**src/rtl/dcc_ins_pkg.sv**
```systemverilog
package dcc_ins_pkg;
  typedef enum logic [1:0] {
    SLOT_D1   = 2'd0,
    SLOT_D2   = 2'd1,
    SLOT_D3   = 2'd2,
    SLOT_NONE = 2'd3
  } dslot_e;

  localparam int unsigned DCC_BYTES = 3;
endpackage

```
**src/rtl/dcc_gap_clock.sv**
```systemverilog
module dcc_gap_clock #(
  parameter int unsigned GROUP = 9
) (
  input  logic clk,
  input  logic rst,
  input  logic tick_i,
  output logic sample_o,
  output logic strobe_o
);
  localparam int unsigned PW = (GROUP > 1) ? $clog2(GROUP) : 1;
  localparam logic [PW-1:0] LAST = PW'(GROUP - 1);

  logic [PW-1:0] phase_q;
  logic          strobe_q;

  assign sample_o = tick_i && (phase_q != LAST);
  assign strobe_o = strobe_q;

  always_ff @(posedge clk) begin
    if (rst) begin
      phase_q  <= '0;
      strobe_q <= 1'b0;
    end else begin
      strobe_q <= sample_o;
      if (tick_i) phase_q <= (phase_q == LAST) ? '0 : phase_q + 1'b1;
    end
  end

  p_strobe_after_tick_r1: assert property (@(posedge clk) disable iff (rst)
    strobe_q |-> $past(tick_i));
  p_gap_suppressed_r2: assert property (@(posedge clk) disable iff (rst)
    (tick_i && phase_q == LAST) |=> !strobe_q);
  p_phase_range_r2: assert property (@(posedge clk) disable iff (rst)
    phase_q <= LAST);
endmodule

```
**src/rtl/dcc_bit_packer.sv**
```systemverilog
module dcc_bit_packer #(
  parameter int unsigned WORD_BITS = 24
) (
  input  logic                 clk,
  input  logic                 rst,
  input  logic                 sample_i,
  input  logic                 bit_i,
  input  logic                 frame_i,
  output logic [WORD_BITS-1:0] hold_o
);
  localparam int unsigned CW = $clog2(WORD_BITS);
  localparam logic [CW-1:0] LAST = CW'(WORD_BITS - 1);

  logic [WORD_BITS-2:0] shift_q;
  logic [CW-1:0]        cnt_q;
  logic [WORD_BITS-1:0] done_q;
  logic [WORD_BITS-1:0] hold_q;

  assign hold_o = hold_q;

  always_ff @(posedge clk) begin
    if (rst) begin
      shift_q <= '0;
      cnt_q   <= '0;
      done_q  <= '0;
    end else if (sample_i) begin
      if (cnt_q == LAST) begin
        done_q  <= {shift_q, bit_i};
        cnt_q   <= '0;
      end else begin
        cnt_q   <= cnt_q + 1'b1;
      end
      shift_q <= {shift_q[WORD_BITS-3:0], bit_i};
    end
  end

  always_ff @(posedge clk) begin
    if (rst)          hold_q <= '0;
    else if (frame_i) hold_q <= done_q;
  end

  p_count_range_r4: assert property (@(posedge clk) disable iff (rst)
    cnt_q <= LAST);
  p_hold_only_at_frame_r5: assert property (@(posedge clk) disable iff (rst)
    !frame_i |=> $stable(hold_q));
  p_done_only_on_sample_r4: assert property (@(posedge clk) disable iff (rst)
    !sample_i |=> $stable(done_q));
endmodule

```
**src/rtl/dcc_slot_locator.sv**
```systemverilog
module dcc_slot_locator
  import dcc_ins_pkg::*;
#(
  parameter int unsigned COLS   = 270,
  parameter int unsigned ROWS   = 9,
  parameter int unsigned D_ROW  = 2,
  parameter int unsigned D_COL0 = 0,
  parameter int unsigned D_STEP = 3
) (
  input  logic   clk,
  input  logic   rst,
  input  logic   valid_i,
  input  logic   sof_i,
  output dslot_e slot_o
);
  localparam int unsigned CW = $clog2(COLS);
  localparam int unsigned RW = (ROWS > 1) ? $clog2(ROWS) : 1;

  logic [CW-1:0] col_q, cur_col;
  logic [RW-1:0] row_q, cur_row;
  logic [DCC_BYTES-1:0] hit;

  assign cur_col = sof_i ? '0 : col_q;
  assign cur_row = sof_i ? '0 : row_q;

  always_ff @(posedge clk) begin
    if (rst) begin
      col_q <= '0;
      row_q <= '0;
    end else if (valid_i) begin
      if (cur_col == CW'(COLS - 1)) begin
        col_q <= '0;
        row_q <= (cur_row == RW'(ROWS - 1)) ? '0 : cur_row + 1'b1;
      end else begin
        col_q <= cur_col + 1'b1;
        row_q <= cur_row;
      end
    end
  end

  for (genvar k = 0; k < DCC_BYTES; k++) begin : g_hit
    assign hit[k] = (cur_row == RW'(D_ROW)) &&
                    (cur_col == CW'(D_COL0 + k * D_STEP));
  end

  always_comb begin
    slot_o = SLOT_NONE;
    if (hit[0])      slot_o = SLOT_D1;
    else if (hit[1]) slot_o = SLOT_D2;
    else if (hit[2]) slot_o = SLOT_D3;
  end

  p_col_range_r6: assert property (@(posedge clk) disable iff (rst)
    col_q < CW'(COLS));
  p_row_range_r6: assert property (@(posedge clk) disable iff (rst)
    row_q < RW'(ROWS));
  p_hold_pos_r8: assert property (@(posedge clk) disable iff (rst)
    !valid_i |=> ($stable(col_q) && $stable(row_q)));
endmodule

```
**src/rtl/dcc_serial_inserter.sv**
```systemverilog
module dcc_serial_inserter
  import dcc_ins_pkg::*;
#(
  parameter int unsigned GROUP     = 9,
  parameter int unsigned WORD_BITS = 24,
  parameter int unsigned COLS      = 270,
  parameter int unsigned ROWS      = 9,
  parameter int unsigned D_ROW     = 2,
  parameter int unsigned D_COL0    = 0,
  parameter int unsigned D_STEP    = 3
) (
  input  logic       clk,
  input  logic       rst,
  input  logic       tick_216,
  input  logic       dcc_bit,
  input  logic       ins_en,
  input  logic       in_valid,
  input  logic       in_sof,
  input  logic [7:0] in_data,
  output logic       dcc_clk,
  output logic       out_valid,
  output logic       out_sof,
  output logic [7:0] out_data
);
  logic                 sample;
  logic [WORD_BITS-1:0] hold;
  dslot_e               slot;
  logic [7:0]           sel_byte;
  logic                 frame_evt;

  assign frame_evt = in_valid && in_sof;

  dcc_gap_clock #(.GROUP(GROUP)) u_gap (
    .clk(clk), .rst(rst), .tick_i(tick_216),
    .sample_o(sample), .strobe_o(dcc_clk)
  );

  dcc_bit_packer #(.WORD_BITS(WORD_BITS)) u_pack (
    .clk(clk), .rst(rst), .sample_i(sample), .bit_i(dcc_bit),
    .frame_i(frame_evt), .hold_o(hold)
  );

  dcc_slot_locator #(
    .COLS(COLS), .ROWS(ROWS), .D_ROW(D_ROW), .D_COL0(D_COL0), .D_STEP(D_STEP)
  ) u_loc (
    .clk(clk), .rst(rst), .valid_i(in_valid), .sof_i(in_sof), .slot_o(slot)
  );

  always_comb begin
    case (slot)
      SLOT_D1: sel_byte = hold[WORD_BITS-1 -: 8];
      SLOT_D2: sel_byte = hold[WORD_BITS-9 -: 8];
      SLOT_D3: sel_byte = hold[WORD_BITS-17 -: 8];
      default: sel_byte = in_data;
    endcase
  end

  always_ff @(posedge clk) begin
    if (rst) begin
      out_valid <= 1'b0;
      out_sof   <= 1'b0;
      out_data  <= 8'h00;
    end else begin
      out_valid <= in_valid;
      out_sof   <= frame_evt;
      if (!in_valid)   out_data <= 8'h00;
      else if (ins_en) out_data <= sel_byte;
      else             out_data <= in_data;
    end
  end

  p_valid_latency_r8: assert property (@(posedge clk) disable iff (rst)
    in_valid |=> out_valid);
  p_idle_zero_r8: assert property (@(posedge clk) disable iff (rst)
    !in_valid |=> (!out_valid && out_data == 8'h00));
  p_passthru_r7: assert property (@(posedge clk) disable iff (rst)
    (in_valid && !ins_en) |=> out_data == $past(in_data));
  p_other_pos_r7: assert property (@(posedge clk) disable iff (rst)
    (in_valid && slot == SLOT_NONE) |=> out_data == $past(in_data));
endmodule

```
**config.mk**
```make
export PLATFORM = sky130hd
export DESIGN_NAME = dcc_serial_inserter
export DESIGN_NICKNAME = d
export VERILOG_FILES = /design/src/rtl/dcc_ins_pkg.sv /design/src/rtl/dcc_gap_clock.sv /design/src/rtl/dcc_bit_packer.sv /design/src/rtl/dcc_slot_locator.sv /design/src/rtl/dcc_serial_inserter.sv
export SDC_FILE = /design/constraint.sdc
export NUM_CORES = 1
export LEC_CHECK = 0
export BUFFER_PORTS_ARGS = -buffer_cell sky130_fd_sc_hd__buf_2
export CAP_MARGIN = 15
export CORE_MARGIN = 1
export CORE_UTILIZATION = 55
export DETAILED_ROUTE_END_ITERATION = 12
export GPL_TIMING_DRIVEN = 0
export MAX_ROUTING_LAYER = met4
export PLACE_DENSITY = 0.76
export SLEW_MARGIN = 20
export SYNTH_ARGS = -nofsm -noshare
export SYNTH_HDL_FRONTEND = slang
export SYNTH_SLANG_ARGS = --single-unit
export TNS_END_PERCENT = 1
```
**constraint.sdc**
```tcl
create_clock -name clk -period 1.7 [get_ports clk]
set_clock_uncertainty 0.15 [all_clocks]
set_input_delay 0.085 -clock clk [delete_from_list [all_inputs] [get_ports clk]]
set_output_delay 0.085 -clock clk [all_outputs]
set_load 0.005 [all_outputs]
```
==> run_results.csv <==
group,metric,value,unit
floorplan,dieHeight,94.04,um
power,leakage,1.966,nW
setup_path,crit_type,"reg2reg",
global_route,grt.total_usage,0.2475,
layout,fillers,690,
power,p_sw_frac,0.2301,
power,power_switching,1.019,mW
layout,area_delta_synth_final,18.37,%
floorplan,die_width,94.04,um
layout,regArea,0.002097,mm2
routing,vias,3869,
timing,hold_viol,0,
floorplan,io_pins,26,
power,combPwrFrac,0.071,
global_route,grt_overflow,0,
yosys,avgSynthCellArea,8.335,um2
yosys,synth.net_count,580,
floorplan,start_util,0.5671,
yosys,ys_ff_latch,104,
power,power_frac_seq,0.559,
yosys,syn-cell-area,0.004659,mm2
place,dp_hpwl,7.117,mm
routing,avgRoutedWirePerCell,14.35,um
run_status,status,"finished, violations left",
layout,diodes,0,
floorplan,dieArea,0.008844,mm2
floorplan,design.core.area,0.008217,mm2
worst_hold_path,hold_class,"in2reg",
setup_path,worstPathMaxFanout,7,
cts,worstSkewPairLatency,0.36,ns
routing,drt-initial-drc-count,181,
timing,slew_viol_final,0,
timing,fmax,0.5433,GHz
yosys,synth_cell_types,52,
timing,post-route-period-util,1.083,
yosys,yosysWarnings,0,
cts,cts_sinks,104,
routing,viasPerCell,5.381,
power,power.density,803.4,mW/mm2
routing,route.detailed.drc,0,
setup_path,worstSetupStartpointType,"register",
run,max_cap_violations,0,
global_route,antenna_found_initial,0,
routing,first_pass_iters,4,
yosys,async_reset_ff_frac,0,
timing,tightest_slew,0.6730,ns
yosys,synth-seq-area-share,0.4468,
layout,multi_input_area,0.002512,mm2
run_status,violations,"negative setup slack",
timing,finalSetupTns,-3.447,ns
routing,ant_nets,0,
timing,period_needed,1.841,ns
power,p_int,3.411,mW
cts,cts_buffers,9,
cts,cts_buffer_depth,2,
timing,relSlewSlack,0.5513,
timing,rsz0062_at_grt,"yes",
yosys,synth_edf_count,0,
setup_path,crit_required,1.84,ns
setup_path,setup.worst_path.end_class,"register",
timing,finalSetupViolCount,41,
global_route,grt_max_degree,17,
global_route,grt_pass1_wl,16.76,mm
power,clockPowerShare,0.370,
setup_path,critPathArrivalTime,1.98,ns
place,gp_congestion,0.8608,
cts,cts_max_level,3,
place,io_buffer_count,23,
routing,routed_wirelength,10.32,mm
floorplan,rows,33,
yosys,syn_inst,559,
cts,clkTransAtPathRegs,0.10,ns
cts,cts_tree,"built",
layout,post_route_cells_drive_above_1_share,0.1612,
timing,layout_setup_ws,-0.1407,ns
global_route,grt_pass1_vias,3672,
yosys,synth_flop_cell,"dfxtp_1",
cts,cts_root_buffer,"clkbuf_8",
power,vdd_ir_drop_max,0.5035,mV
timing,hold_ws,0.06247,ns
layout,final_nets,631,
-- area by class of cell --
type	count	area share
multi-input cells	403	0.4555
flip-flops and latches	104	0.3802
inverters	14	0.009982
well taps	105	0.02382
plain buffers	37	0.03879
clock inverters	5	0.01475
clock buffers	10	0.02314
repair buffers	41	0.05377
-- synthesized netlist by cell type, drive strengths merged, types with 6 or more instances --
cell type | number | share of area
a21oi | 58 | 0.062
a31oi | 8 | 0.011
and3 | 9 | 0.012
buf | 10 | 0.014
clkbuf | 28 | 0.023
dfxtp | 104 | 0.45
ha | 6 | 0.016
inv | 14 | 0.011
mux2i | 33 | 0.071
nand2 | 137 | 0.11
nand2b | 52 | 0.070
nand3 | 8 | 0.0086
nor2 | 13 | 0.010
nor3 | 11 | 0.012
o21ai | 6 | 0.0064
o31ai | 8 | 0.013
o41ai | 7 | 0.013
-- metal layers --
layer | share of wire | vias to the layer above | wire, um | track usage
met3 | 0.036 | 17 | 368 | 0.04288
met5 | 0 | - | 0 | -
li1 | - | 2002 | - | -
met4 | 0.018 | 0 | 182 | 0.09487
met1 | 0.48 | 1771 | 4937 | 0.3087
met2 | 0.47 | 79 | 4828 | 0.4002
-- repair_timing --
action                                 4_1_cts  5_1_grt
pin swaps                                    3        7
setup buffers                                2        4
hold buffers                                12        0
setup endpoints to repair                   64       64
gates cloned                                 0        0
resized for setup                           21       31
endpoints found under the hold margin       15        0
-- sequential cells by signal, indices dropped and copies added, names as in the netlist --
register        flops
u_pack.done_q      24
u_pack.hold_o      24
u_pack.shift_q     23
u_loc.col_q         9
out_data            8
u_pack.cnt_q        5
u_gap.phase_q       4
u_loc.row_q         4
out_sof             1
out_valid           1
u_gap.strobe_o      1
-- through the flow --
step                instance area (um2)    util  cells  power (mW)  worst slack (ns)
finish                             5515  0.6712    719       4.431           -0.1407
global route                       5515  0.6712    719       4.618           -0.2353
CTS                                5375  0.6542    715       4.452           -0.1871
detailed placement                 4938  0.6010    687       2.799           -0.3382
global placement                   4938  0.6010    687       2.794           -0.3145
floorplan                          4692       -    559       2.714          -0.02019
-- power groups by stage --
| stage | clock network, mW | logic [mW] | registers, mW |
|---|---|---|---|
| after global placement | 0 | 0.263 | 2.53 |
| final | 1.64 | 0.317 | 2.48 |
| after detailed placement | 0 | 0.268 | 2.53 |
| after CTS | 1.68 | 0.297 | 2.47 |
| after global routing | 1.79 | 0.351 | 2.48 |
| after floorplan | 0 | 0.184 | 2.53 |
-- cells in the final DEF (no fill, tap or decap), types with 8 or more instances in the layout --
cell,Yosys,final
inv_1,14,12
dlygate4sd3_1,0,12
dfxtp_2,0,9
nor2_1,13,11
clkbuf_1,28,23
buf_2,4,24
clkbuf_8,0,9
nor3_1,11,9
a31oi_1,8,8
and3_1,9,9
mux2i_1,33,32
nand2_1,137,137
dfxtp_1,104,94
nand2b_1,52,52
nand3_1,8,8
a21oi_1,58,58
-- cells by family after synthesis --
| logic type | Yosys count | share of synthesized area |
|---|---|---|
| AOI/OAI and AO/OA | 104 | 0.1418 |
| xor gates and xnor gates | 3 | 0.005640 |
| adders and majority gates | 6 | 0.01611 |
| buffers and inverters | 52 | 0.04780 |
| DFF | 104 | 0.4468 |
| muxes | 34 | 0.07331 |
| and+or+nand+nor | 256 | 0.2685 |
-- path summary, 6_finish.rpt --
check                                      start                              to  slack (ns)  cells past startpoint
setup / recovery     u_loc.col_q[4]$_SDFFE_PP0P_     u_loc.row_q[3]$_SDFFE_PP0P_       -0.14                      4
setup reg to reg     u_loc.col_q[4]$_SDFFE_PP0P_     u_loc.row_q[3]$_SDFFE_PP0P_       -0.14                      4
hold / removal                               rst  u_pack.done_q[12]$_SDFFE_PP0P_        0.06                      3
hold reg to reg   u_pack.hold_o[12]$_SDFFE_PP0P_  u_pack.hold_o[12]$_SDFFE_PP0P_        0.31                      2
-- critical path, cell delays in order (launching register included) --
cell       delay [ns]
dfxtp_2          0.37
nor4_4           0.39
o2111ai_4        0.21
or4_1            0.50
a31oi_1          0.14
Power figures use the tool's default switching activity.
